### config.mk
export PLATFORM = sky130hd
export DESIGN_NAME = seqtrig_engine
export DESIGN_NICKNAME = d
export VERILOG_FILES = /design/src/rtl/seqtrig_pkg.sv /design/src/rtl/seqtrig_match.sv /design/src/rtl/seqtrig_edge.sv /design/src/rtl/seqtrig_seq.sv /design/src/rtl/seqtrig_engine.sv
export SDC_FILE = /design/constraint.sdc
export NUM_CORES = 1
export LEC_CHECK = 0
export CORE_MARGIN = 1.5
export CORE_UTILIZATION = 35
export CTS_BUF_LIST = sky130_fd_sc_hd__clkbuf_16
export DETAILED_ROUTE_END_ITERATION = 8
export PLACE_DENSITY = 0.68
export SYNTH_ARGS = -nofsm -noshare
export SYNTH_HDL_FRONTEND = slang
export SYNTH_HIERARCHICAL = 1
export SYNTH_SLANG_ARGS = --single-unit
### constraint.sdc
create_clock -name clk -period 5.8 [get_ports clk]
set_clock_uncertainty 0.2 [all_clocks]
set_input_delay 0.87 -clock clk [delete_from_list [all_inputs] [get_ports clk]]
set_output_delay 0.87 -clock clk [all_outputs]
set_load 0.02 [all_outputs]
### src/rtl/seqtrig_pkg.sv
package seqtrig_pkg;

    typedef enum logic [1:0] {
        ST_WAIT_A  = 2'd0,
        ST_COUNT_B = 2'd1,
        ST_HOLDOFF = 2'd2
    } seq_state_e;

    localparam int NUM_COND = 2;
    localparam int COND_A   = 0;
    localparam int COND_B   = 1;

endpackage

### src/rtl/seqtrig_match.sv
module seqtrig_match #(
    parameter int NUM_CH  = 16,
    parameter int LOGIC_W = 8
) (
    input  logic [NUM_CH-1:0]  care,
    input  logic [NUM_CH-1:0]  value,
    input  logic               lg_en,
    input  logic [LOGIC_W-1:0] lg_care,
    input  logic [LOGIC_W-1:0] lg_value,
    input  logic [NUM_CH-1:0]  ch_in,
    input  logic [LOGIC_W-1:0] lg_in,
    output logic               match
);

    logic [NUM_CH-1:0]  ch_miss;
    logic [LOGIC_W-1:0] lg_eff_care;
    logic [LOGIC_W-1:0] lg_miss;

    always_comb begin
        lg_eff_care = lg_en ? lg_care : '0;
        ch_miss     = (ch_in ^ value) & care;
        lg_miss     = (lg_in ^ lg_value) & lg_eff_care;
        match       = (ch_miss == '0) && (lg_miss == '0);
    end

endmodule

### src/rtl/seqtrig_edge.sv
module seqtrig_edge (
    input  logic clk,
    input  logic rst_n,
    input  logic clr,
    input  logic match,
    input  logic exit_mode,
    output logic evt
);

    typedef struct packed {
        logic prev;
        logic vld;
    } edge_regs_t;

    edge_regs_t edge_d, edge_q;

    always_comb begin
        edge_d = edge_q;
        if (exit_mode) begin
            evt = edge_q.vld && edge_q.prev && !match;
        end else begin
            evt = edge_q.vld && !edge_q.prev && match;
        end
        if (clr) begin
            edge_d.prev = 1'b0;
            edge_d.vld  = 1'b0;
        end else begin
            edge_d.prev = match;
            edge_d.vld  = 1'b1;
        end
    end

    always_ff @(posedge clk or negedge rst_n) begin
        if (!rst_n) begin
            edge_q <= '0;
        end else begin
            edge_q <= edge_d;
        end
    end

endmodule

### src/rtl/seqtrig_seq.sv
module seqtrig_seq
    import seqtrig_pkg::*;
#(
    parameter int CNT_W  = 8,
    parameter int HOLD_W = 32
) (
    input  logic              clk,
    input  logic              rst_n,
    input  logic              clr,
    input  logic              a_evt,
    input  logic              b_evt,
    input  logic              b_none,
    input  logic [CNT_W-1:0]  count_cfg,
    input  logic [HOLD_W-1:0] hold_cfg,
    output logic              trig,
    output seq_state_e        state,
    output logic [CNT_W-1:0]  cnt,
    output logic [CNT_W-1:0]  target
);

    typedef struct packed {
        seq_state_e        state;
        logic [CNT_W-1:0]  cnt;
        logic [HOLD_W-1:0] hold;
        logic              trig;
    } seq_regs_t;

    localparam seq_regs_t SEQ_RST = '{state: ST_WAIT_A, default: '0};

    seq_regs_t         seq_d, seq_q;
    logic [CNT_W-1:0]  target_w;
    logic [HOLD_W-1:0] hold_load;
    logic [CNT_W:0]    cnt_inc;

    always_comb begin
        target_w  = (count_cfg == '0) ? CNT_W'(1) : count_cfg;
        hold_load = (hold_cfg == '0) ? HOLD_W'(1) : hold_cfg;
        cnt_inc   = {1'b0, seq_q.cnt} + 1'b1;

        seq_d      = seq_q;
        seq_d.trig = 1'b0;

        if (clr) begin
            seq_d.state = ST_WAIT_A;
            seq_d.cnt   = '0;
            seq_d.hold  = '0;
        end else begin
            unique case (seq_q.state)
                ST_WAIT_A: begin
                    if (a_evt) begin
                        seq_d.cnt = '0;
                        if (b_none) begin
                            seq_d.trig  = 1'b1;
                            seq_d.state = ST_HOLDOFF;
                            seq_d.hold  = hold_load;
                        end else begin
                            seq_d.state = ST_COUNT_B;
                        end
                    end
                end
                ST_COUNT_B: begin
                    if (b_evt) begin
                        if (cnt_inc >= {1'b0, target_w}) begin
                            seq_d.trig  = 1'b1;
                            seq_d.state = ST_HOLDOFF;
                            seq_d.hold  = hold_load;
                            seq_d.cnt   = '0;
                        end else begin
                            seq_d.cnt = cnt_inc[CNT_W-1:0];
                        end
                    end
                end
                ST_HOLDOFF: begin
                    if (seq_q.hold <= HOLD_W'(1)) begin
                        seq_d.state = ST_WAIT_A;
                        seq_d.hold  = '0;
                    end else begin
                        seq_d.hold = seq_q.hold - 1'b1;
                    end
                end
                default: begin
                    seq_d.state = ST_WAIT_A;
                    seq_d.cnt   = '0;
                    seq_d.hold  = '0;
                end
            endcase
        end
    end

    always_ff @(posedge clk or negedge rst_n) begin
        if (!rst_n) begin
            seq_q <= SEQ_RST;
        end else begin
            seq_q <= seq_d;
        end
    end

    assign trig   = seq_q.trig;
    assign state  = seq_q.state;
    assign cnt    = seq_q.cnt;
    assign target = target_w;

endmodule

### src/rtl/seqtrig_engine.sv
module seqtrig_engine
    import seqtrig_pkg::*;
#(
    parameter int NUM_CH  = 16,
    parameter int LOGIC_W = 8,
    parameter int CNT_W   = 8,
    parameter int HOLD_W  = 32
) (
    input  logic               clk,
    input  logic               rst_n,
    input  logic               cfg_wr,
    input  logic [NUM_CH-1:0]  cfg_a_care,
    input  logic [NUM_CH-1:0]  cfg_a_value,
    input  logic               cfg_a_lg_en,
    input  logic [LOGIC_W-1:0] cfg_a_lg_care,
    input  logic [LOGIC_W-1:0] cfg_a_lg_value,
    input  logic               cfg_a_exit,
    input  logic [NUM_CH-1:0]  cfg_b_care,
    input  logic [NUM_CH-1:0]  cfg_b_value,
    input  logic               cfg_b_lg_en,
    input  logic [LOGIC_W-1:0] cfg_b_lg_care,
    input  logic [LOGIC_W-1:0] cfg_b_lg_value,
    input  logic               cfg_b_exit,
    input  logic [CNT_W-1:0]   cfg_count,
    input  logic [HOLD_W-1:0]  cfg_holdoff,
    input  logic [NUM_CH-1:0]  ch_in,
    input  logic [LOGIC_W-1:0] lg_in,
    output logic               trig_out
);

    typedef struct packed {
        logic [NUM_CH-1:0]  care;
        logic [NUM_CH-1:0]  value;
        logic               lg_en;
        logic [LOGIC_W-1:0] lg_care;
        logic [LOGIC_W-1:0] lg_value;
        logic               exit_mode;
    } cond_cfg_t;

    typedef struct packed {
        cond_cfg_t [NUM_COND-1:0] cond;
        logic [CNT_W-1:0]         count;
        logic [HOLD_W-1:0]        holdoff;
    } cfg_t;

    cfg_t cfg_d, cfg_q;

    always_comb begin
        cfg_d = cfg_q;
        if (cfg_wr) begin
            cfg_d.cond[COND_A] = '{care: cfg_a_care, value: cfg_a_value,
                                   lg_en: cfg_a_lg_en, lg_care: cfg_a_lg_care,
                                   lg_value: cfg_a_lg_value, exit_mode: cfg_a_exit};
            cfg_d.cond[COND_B] = '{care: cfg_b_care, value: cfg_b_value,
                                   lg_en: cfg_b_lg_en, lg_care: cfg_b_lg_care,
                                   lg_value: cfg_b_lg_value, exit_mode: cfg_b_exit};
            cfg_d.count        = cfg_count;
            cfg_d.holdoff      = cfg_holdoff;
        end
    end

    always_ff @(posedge clk or negedge rst_n) begin
        if (!rst_n) begin
            cfg_q <= '0;
        end else begin
            cfg_q <= cfg_d;
        end
    end

    logic [NUM_COND-1:0] match;
    logic [NUM_COND-1:0] evt;

    for (genvar gi = 0; gi < NUM_COND; gi++) begin : g_cond
        seqtrig_match #(
            .NUM_CH (NUM_CH),
            .LOGIC_W(LOGIC_W)
        ) i_match (
            .care    (cfg_q.cond[gi].care),
            .value   (cfg_q.cond[gi].value),
            .lg_en   (cfg_q.cond[gi].lg_en),
            .lg_care (cfg_q.cond[gi].lg_care),
            .lg_value(cfg_q.cond[gi].lg_value),
            .ch_in   (ch_in),
            .lg_in   (lg_in),
            .match   (match[gi])
        );

        seqtrig_edge i_edge (
            .clk      (clk),
            .rst_n    (rst_n),
            .clr      (cfg_wr),
            .match    (match[gi]),
            .exit_mode(cfg_q.cond[gi].exit_mode),
            .evt      (evt[gi])
        );
    end

    logic b_none;

    always_comb begin
        b_none = (cfg_q.cond[COND_B].care == '0) &&
                 (!cfg_q.cond[COND_B].lg_en || (cfg_q.cond[COND_B].lg_care == '0));
    end

    seq_state_e       seq_state;
    logic [CNT_W-1:0] seq_cnt;
    logic [CNT_W-1:0] seq_target;

    seqtrig_seq #(
        .CNT_W (CNT_W),
        .HOLD_W(HOLD_W)
    ) i_seq (
        .clk      (clk),
        .rst_n    (rst_n),
        .clr      (cfg_wr),
        .a_evt    (evt[COND_A]),
        .b_evt    (evt[COND_B]),
        .b_none   (b_none),
        .count_cfg(cfg_q.count),
        .hold_cfg (cfg_q.holdoff),
        .trig     (trig_out),
        .state    (seq_state),
        .cnt      (seq_cnt),
        .target   (seq_target)
    );

endmodule

==> flow_metrics.py <==
metrics = {
    "outcome": {
        "run_status": "completed",
    },
    "worst_setup_path": {
        "ff2ff_setup_slack_ns": 2.22,
        "cpMostUsedCell": "sky130_fd_sc_hd__nand2_1",
        "critPathRequiredTime_ns": 5.93,
        "cp-start-kind": "primary input",
        "worst-path-max-fanout": 25,
        "timing.critical_path.cells": "clkdlybuf4s50_1, xor2_1, a22oi_1, nand4_1, a211oi_2, nand4bb_1, nand2_1, nand3b_1, nand2_1, nand2_1, a21oi_2, o21ai_0, o211ai_1",
        "criticalPathCategory": "in -> reg",
        "cp_slowest_cell": "sky130_fd_sc_hd__a21oi_2",
        "critical_path_arrival_ns": 4.04,
        "cp_slowest_stage_delay_ns": 0.80,
        "worst_setup_path_end_kind": "flip-flop",
    },
    "timing": {
        "period_minus_slack_ns": 3.91,
        "number_of_max_slew_violations_in_the_final_report": 0,
        "sum_neg_setup_slack_ns": 0,
        "setup_viol": 0,
        "maximum_achievable_frequency_mhz": 256,
        "relSlewSlack_pct": 20.8,
        "setup_repair_after_global_routing_missed_its_margin": "false",
        "finalCritPeriodShare_pct": 67.4,
        "whs_ns": 0.0414,
        "tightest_slew_ns": 1.19,
        "hold_viol": 0,
    },
    "power_and_ir_drop": {
        "vdd.ir_drop.worst_mv": 0.161,
        "pwr_density_cell_mw_per_mm2": 254,
        "p_leak_nw": 5.40,
    },
    "clock_network": {
        "clkSinkCount": 187,
        "ctsHoldBuffers": 0,
        "cts_resized": 0,
        "htree_num_levels": 4,
        "clock_pin_slew_of_the_registers_on_the_worst_case_setup_and_hold_paths_ns": 0.07,
        "clk_root_buffer_cell": "sky130_fd_sc_hd__clkbuf_16",
        "clock_tree_from_tritoncts": "done",
        "numCtsBuffers": 17,
        "number_of_buffers_added_for_setup_after_cts": 0,
        "insertion_delay_ns": 0.43,
        "max-clock-path-buffers": 2,
    },
    "grt": {
        "number_of_global_route_vias_before_repair": 7043,
        "grt_max_degree": 186,
        "global_route.usage.met1_pct": 23.0,
        "number_of_antenna_violations_at_the_first_check_in_global_routing": 1,
        "groute.usage.overall_pct": 17.3,
        "grt.busiest_layer": "met2",
        "grt_overflow_total": 0,
        "use_met3_pct": 4.09,
        "grt_first_pass_wirelength_mm": 38.6,
        "grt_use_met2_pct": 27.6,
    },
    "floorplanning": {
        "num_rows": 60,
        "die_area_sq_mm": 0.0283,
        "initial_core_util_pct": 35.6,
        "die-width_um": 168,
        "boundaryPins": 168,
        "die_y_um": 168,
        "core_sq_mm": 0.0269,
    },
    "logic_synthesis": {
        "synthesis.nets": 939,
        "post_synth_instance_area_sq_mm": 0.00957,
        "syn_inst": 761,
        "synth.avg_cell_area_sq_um": 12.6,
        "synth-warning-count": 6,
    },
    "placed_design": {
        "buffer_ports.inserted": 167,
        "routability_driven_placement_congestion_ratio": 0.836,
        "detailedPlacementHpwl_mm": 16.8,
    },
    "drt": {
        "drtIter0Drc": 494,
        "postRouteWirelength_mm": 23.3,
        "vias": 6613,
        "firstDrtPassIters": 5,
        "ant_nets": 0,
        "wl_per_cell_um": 18.3,
        "route.detailed.vias_per_inst": 5.19,
        "remaining_drc_errors": 0,
    },
    "cells_and_area": {
        "layout.nets": 1098,
        "final_layout_size_suffix_gt1_share_pct": 20.8,
        "syn_to_final_growth_pct": 26.1,
    },
    "worst_hold_path": {
        "worstHoldPathType": "in -> async",
    },
    "flow_run": {
        "max_cap_viol_count": 0,
    },
}
-- flip-flops by register name (all words and copies together) (netlist names) --
register / flops
i_seq/trig: 1
i_seq/state: 2
g_cond.i_edge/edge_q: 4
i_seq/seq_q: 32
cfg_q: 140
i_seq/cnt: 8
-- final timing paths --
kind / end / cells past startpoint / startpoint
worst max register to register: i_seq/seq_q[1] / 12 / i_seq/cnt[0]
min in group clk: cfg_q[53] / 1 / cfg_q[53]
worst min-delay path: cfg_q[74] / 1 / rst_n
worst max-delay path: i_seq/seq_q[1] / 13 / lg_in[2]
max in group asynchronous: i_seq/cnt[3] / 2 / rst_n
worst min register to register: cfg_q[53] / 1 / cfg_q[53]
-- cell usage in the layout (no fill, tap or decap), types with 4 or more instances in the layout --
| cell | n |
|---|---|
| sky130_fd_sc_hd__mux2_4 | 100 |
| sky130_fd_sc_hd__ha_1 | 11 |
| sky130_fd_sc_hd__dfrtp_1 | 187 |
| sky130_fd_sc_hd__nand3_1 | 13 |
| sky130_fd_sc_hd__a22o_1 | 5 |
| sky130_fd_sc_hd__clkdlybuf4s50_1 | 165 |
| sky130_fd_sc_hd__nor3_1 | 12 |
| sky130_fd_sc_hd__nand2_1 | 36 |
| sky130_fd_sc_hd__xor2_1 | 52 |
| sky130_fd_sc_hd__a22oi_1 | 31 |
| sky130_fd_sc_hd__xnor2_1 | 7 |
| sky130_fd_sc_hd__o21ai_0 | 7 |
| sky130_fd_sc_hd__nor2b_1 | 6 |
| sky130_fd_sc_hd__o21ai_1 | 21 |
| sky130_fd_sc_hd__inv_6 | 5 |
| sky130_fd_sc_hd__nor3_2 | 4 |
| sky130_fd_sc_hd__or3_1 | 11 |
| sky130_fd_sc_hd__nor4_1 | 26 |
| sky130_fd_sc_hd__a32oi_1 | 4 |
| sky130_fd_sc_hd__nor2_1 | 30 |
| sky130_fd_sc_hd__o311ai_1 | 5 |
| sky130_fd_sc_hd__nand4_1 | 12 |
| sky130_fd_sc_hd__inv_1 | 19 |
| sky130_fd_sc_hd__a21oi_1 | 28 |
| sky130_fd_sc_hd__a21o_1 | 6 |
| sky130_fd_sc_hd__a221o_1 | 9 |
| sky130_fd_sc_hd__mux2_2 | 40 |
| sky130_fd_sc_hd__clkbuf_16 | 17 |
| sky130_fd_sc_hd__o211ai_1 | 4 |
-- power breakdown --
group / switching (mW) / leakage (nW) / internal, mW
clock: 0.546 / 0.285 / 0.609
sequential: 0.0878 / 2.29 / 1.40
combinational: 0.147 / 2.82 / 0.276
total: 0.781 / 5.40 / 2.29
-- layout make-up --
class / instances / area, sq um
Timing Repair Buffer: 170 / 1710
Tap cell: 341 / 427
Clock buffer: 17 / 425
Inverter: 19 / 71.3
Multi-Input combinational cell: 525 / 4590
Sequential cell: 187 / 4680
Clock inverter: 15 / 151
Fill cell: 2489 / 14800
Antenna cell: 1 / 2.50
-- critical path: cells and delay by family --
kind / cells / cell delay [ns]
compound gates: 5 / 1.74
simple gates: 6 / 0.80
buf+inv: 1 / 0.45
xor+xnor: 1 / 0.16
-- per-stage QoR --
step | setup slack (ns) | std cells | util [%] | instance area [sq um] | power (mW)
after floorplan | 2.67 | 761 | - | 9570 | 1.73
after global placement | 1.50 | 1242 | 42.7 | 11500 | 1.94
after detailed placement | 1.43 | 1242 | 42.7 | 11500 | 1.94
after CTS | 1.89 | 1274 | 44.9 | 12100 | 3.11
after global routing | 1.55 | 1275 | 44.9 | 12100 | 3.21
final | 1.89 | 1275 | 44.9 | 12100 | 3.07
-- layer usage --
layer  wire length (um)  vias up
met5                  0        -
met4                556        0
met3               1270       27
met2              11000      174
met1              10500     3282
li1                   -     3130
(Power assumes the default switching activity.)
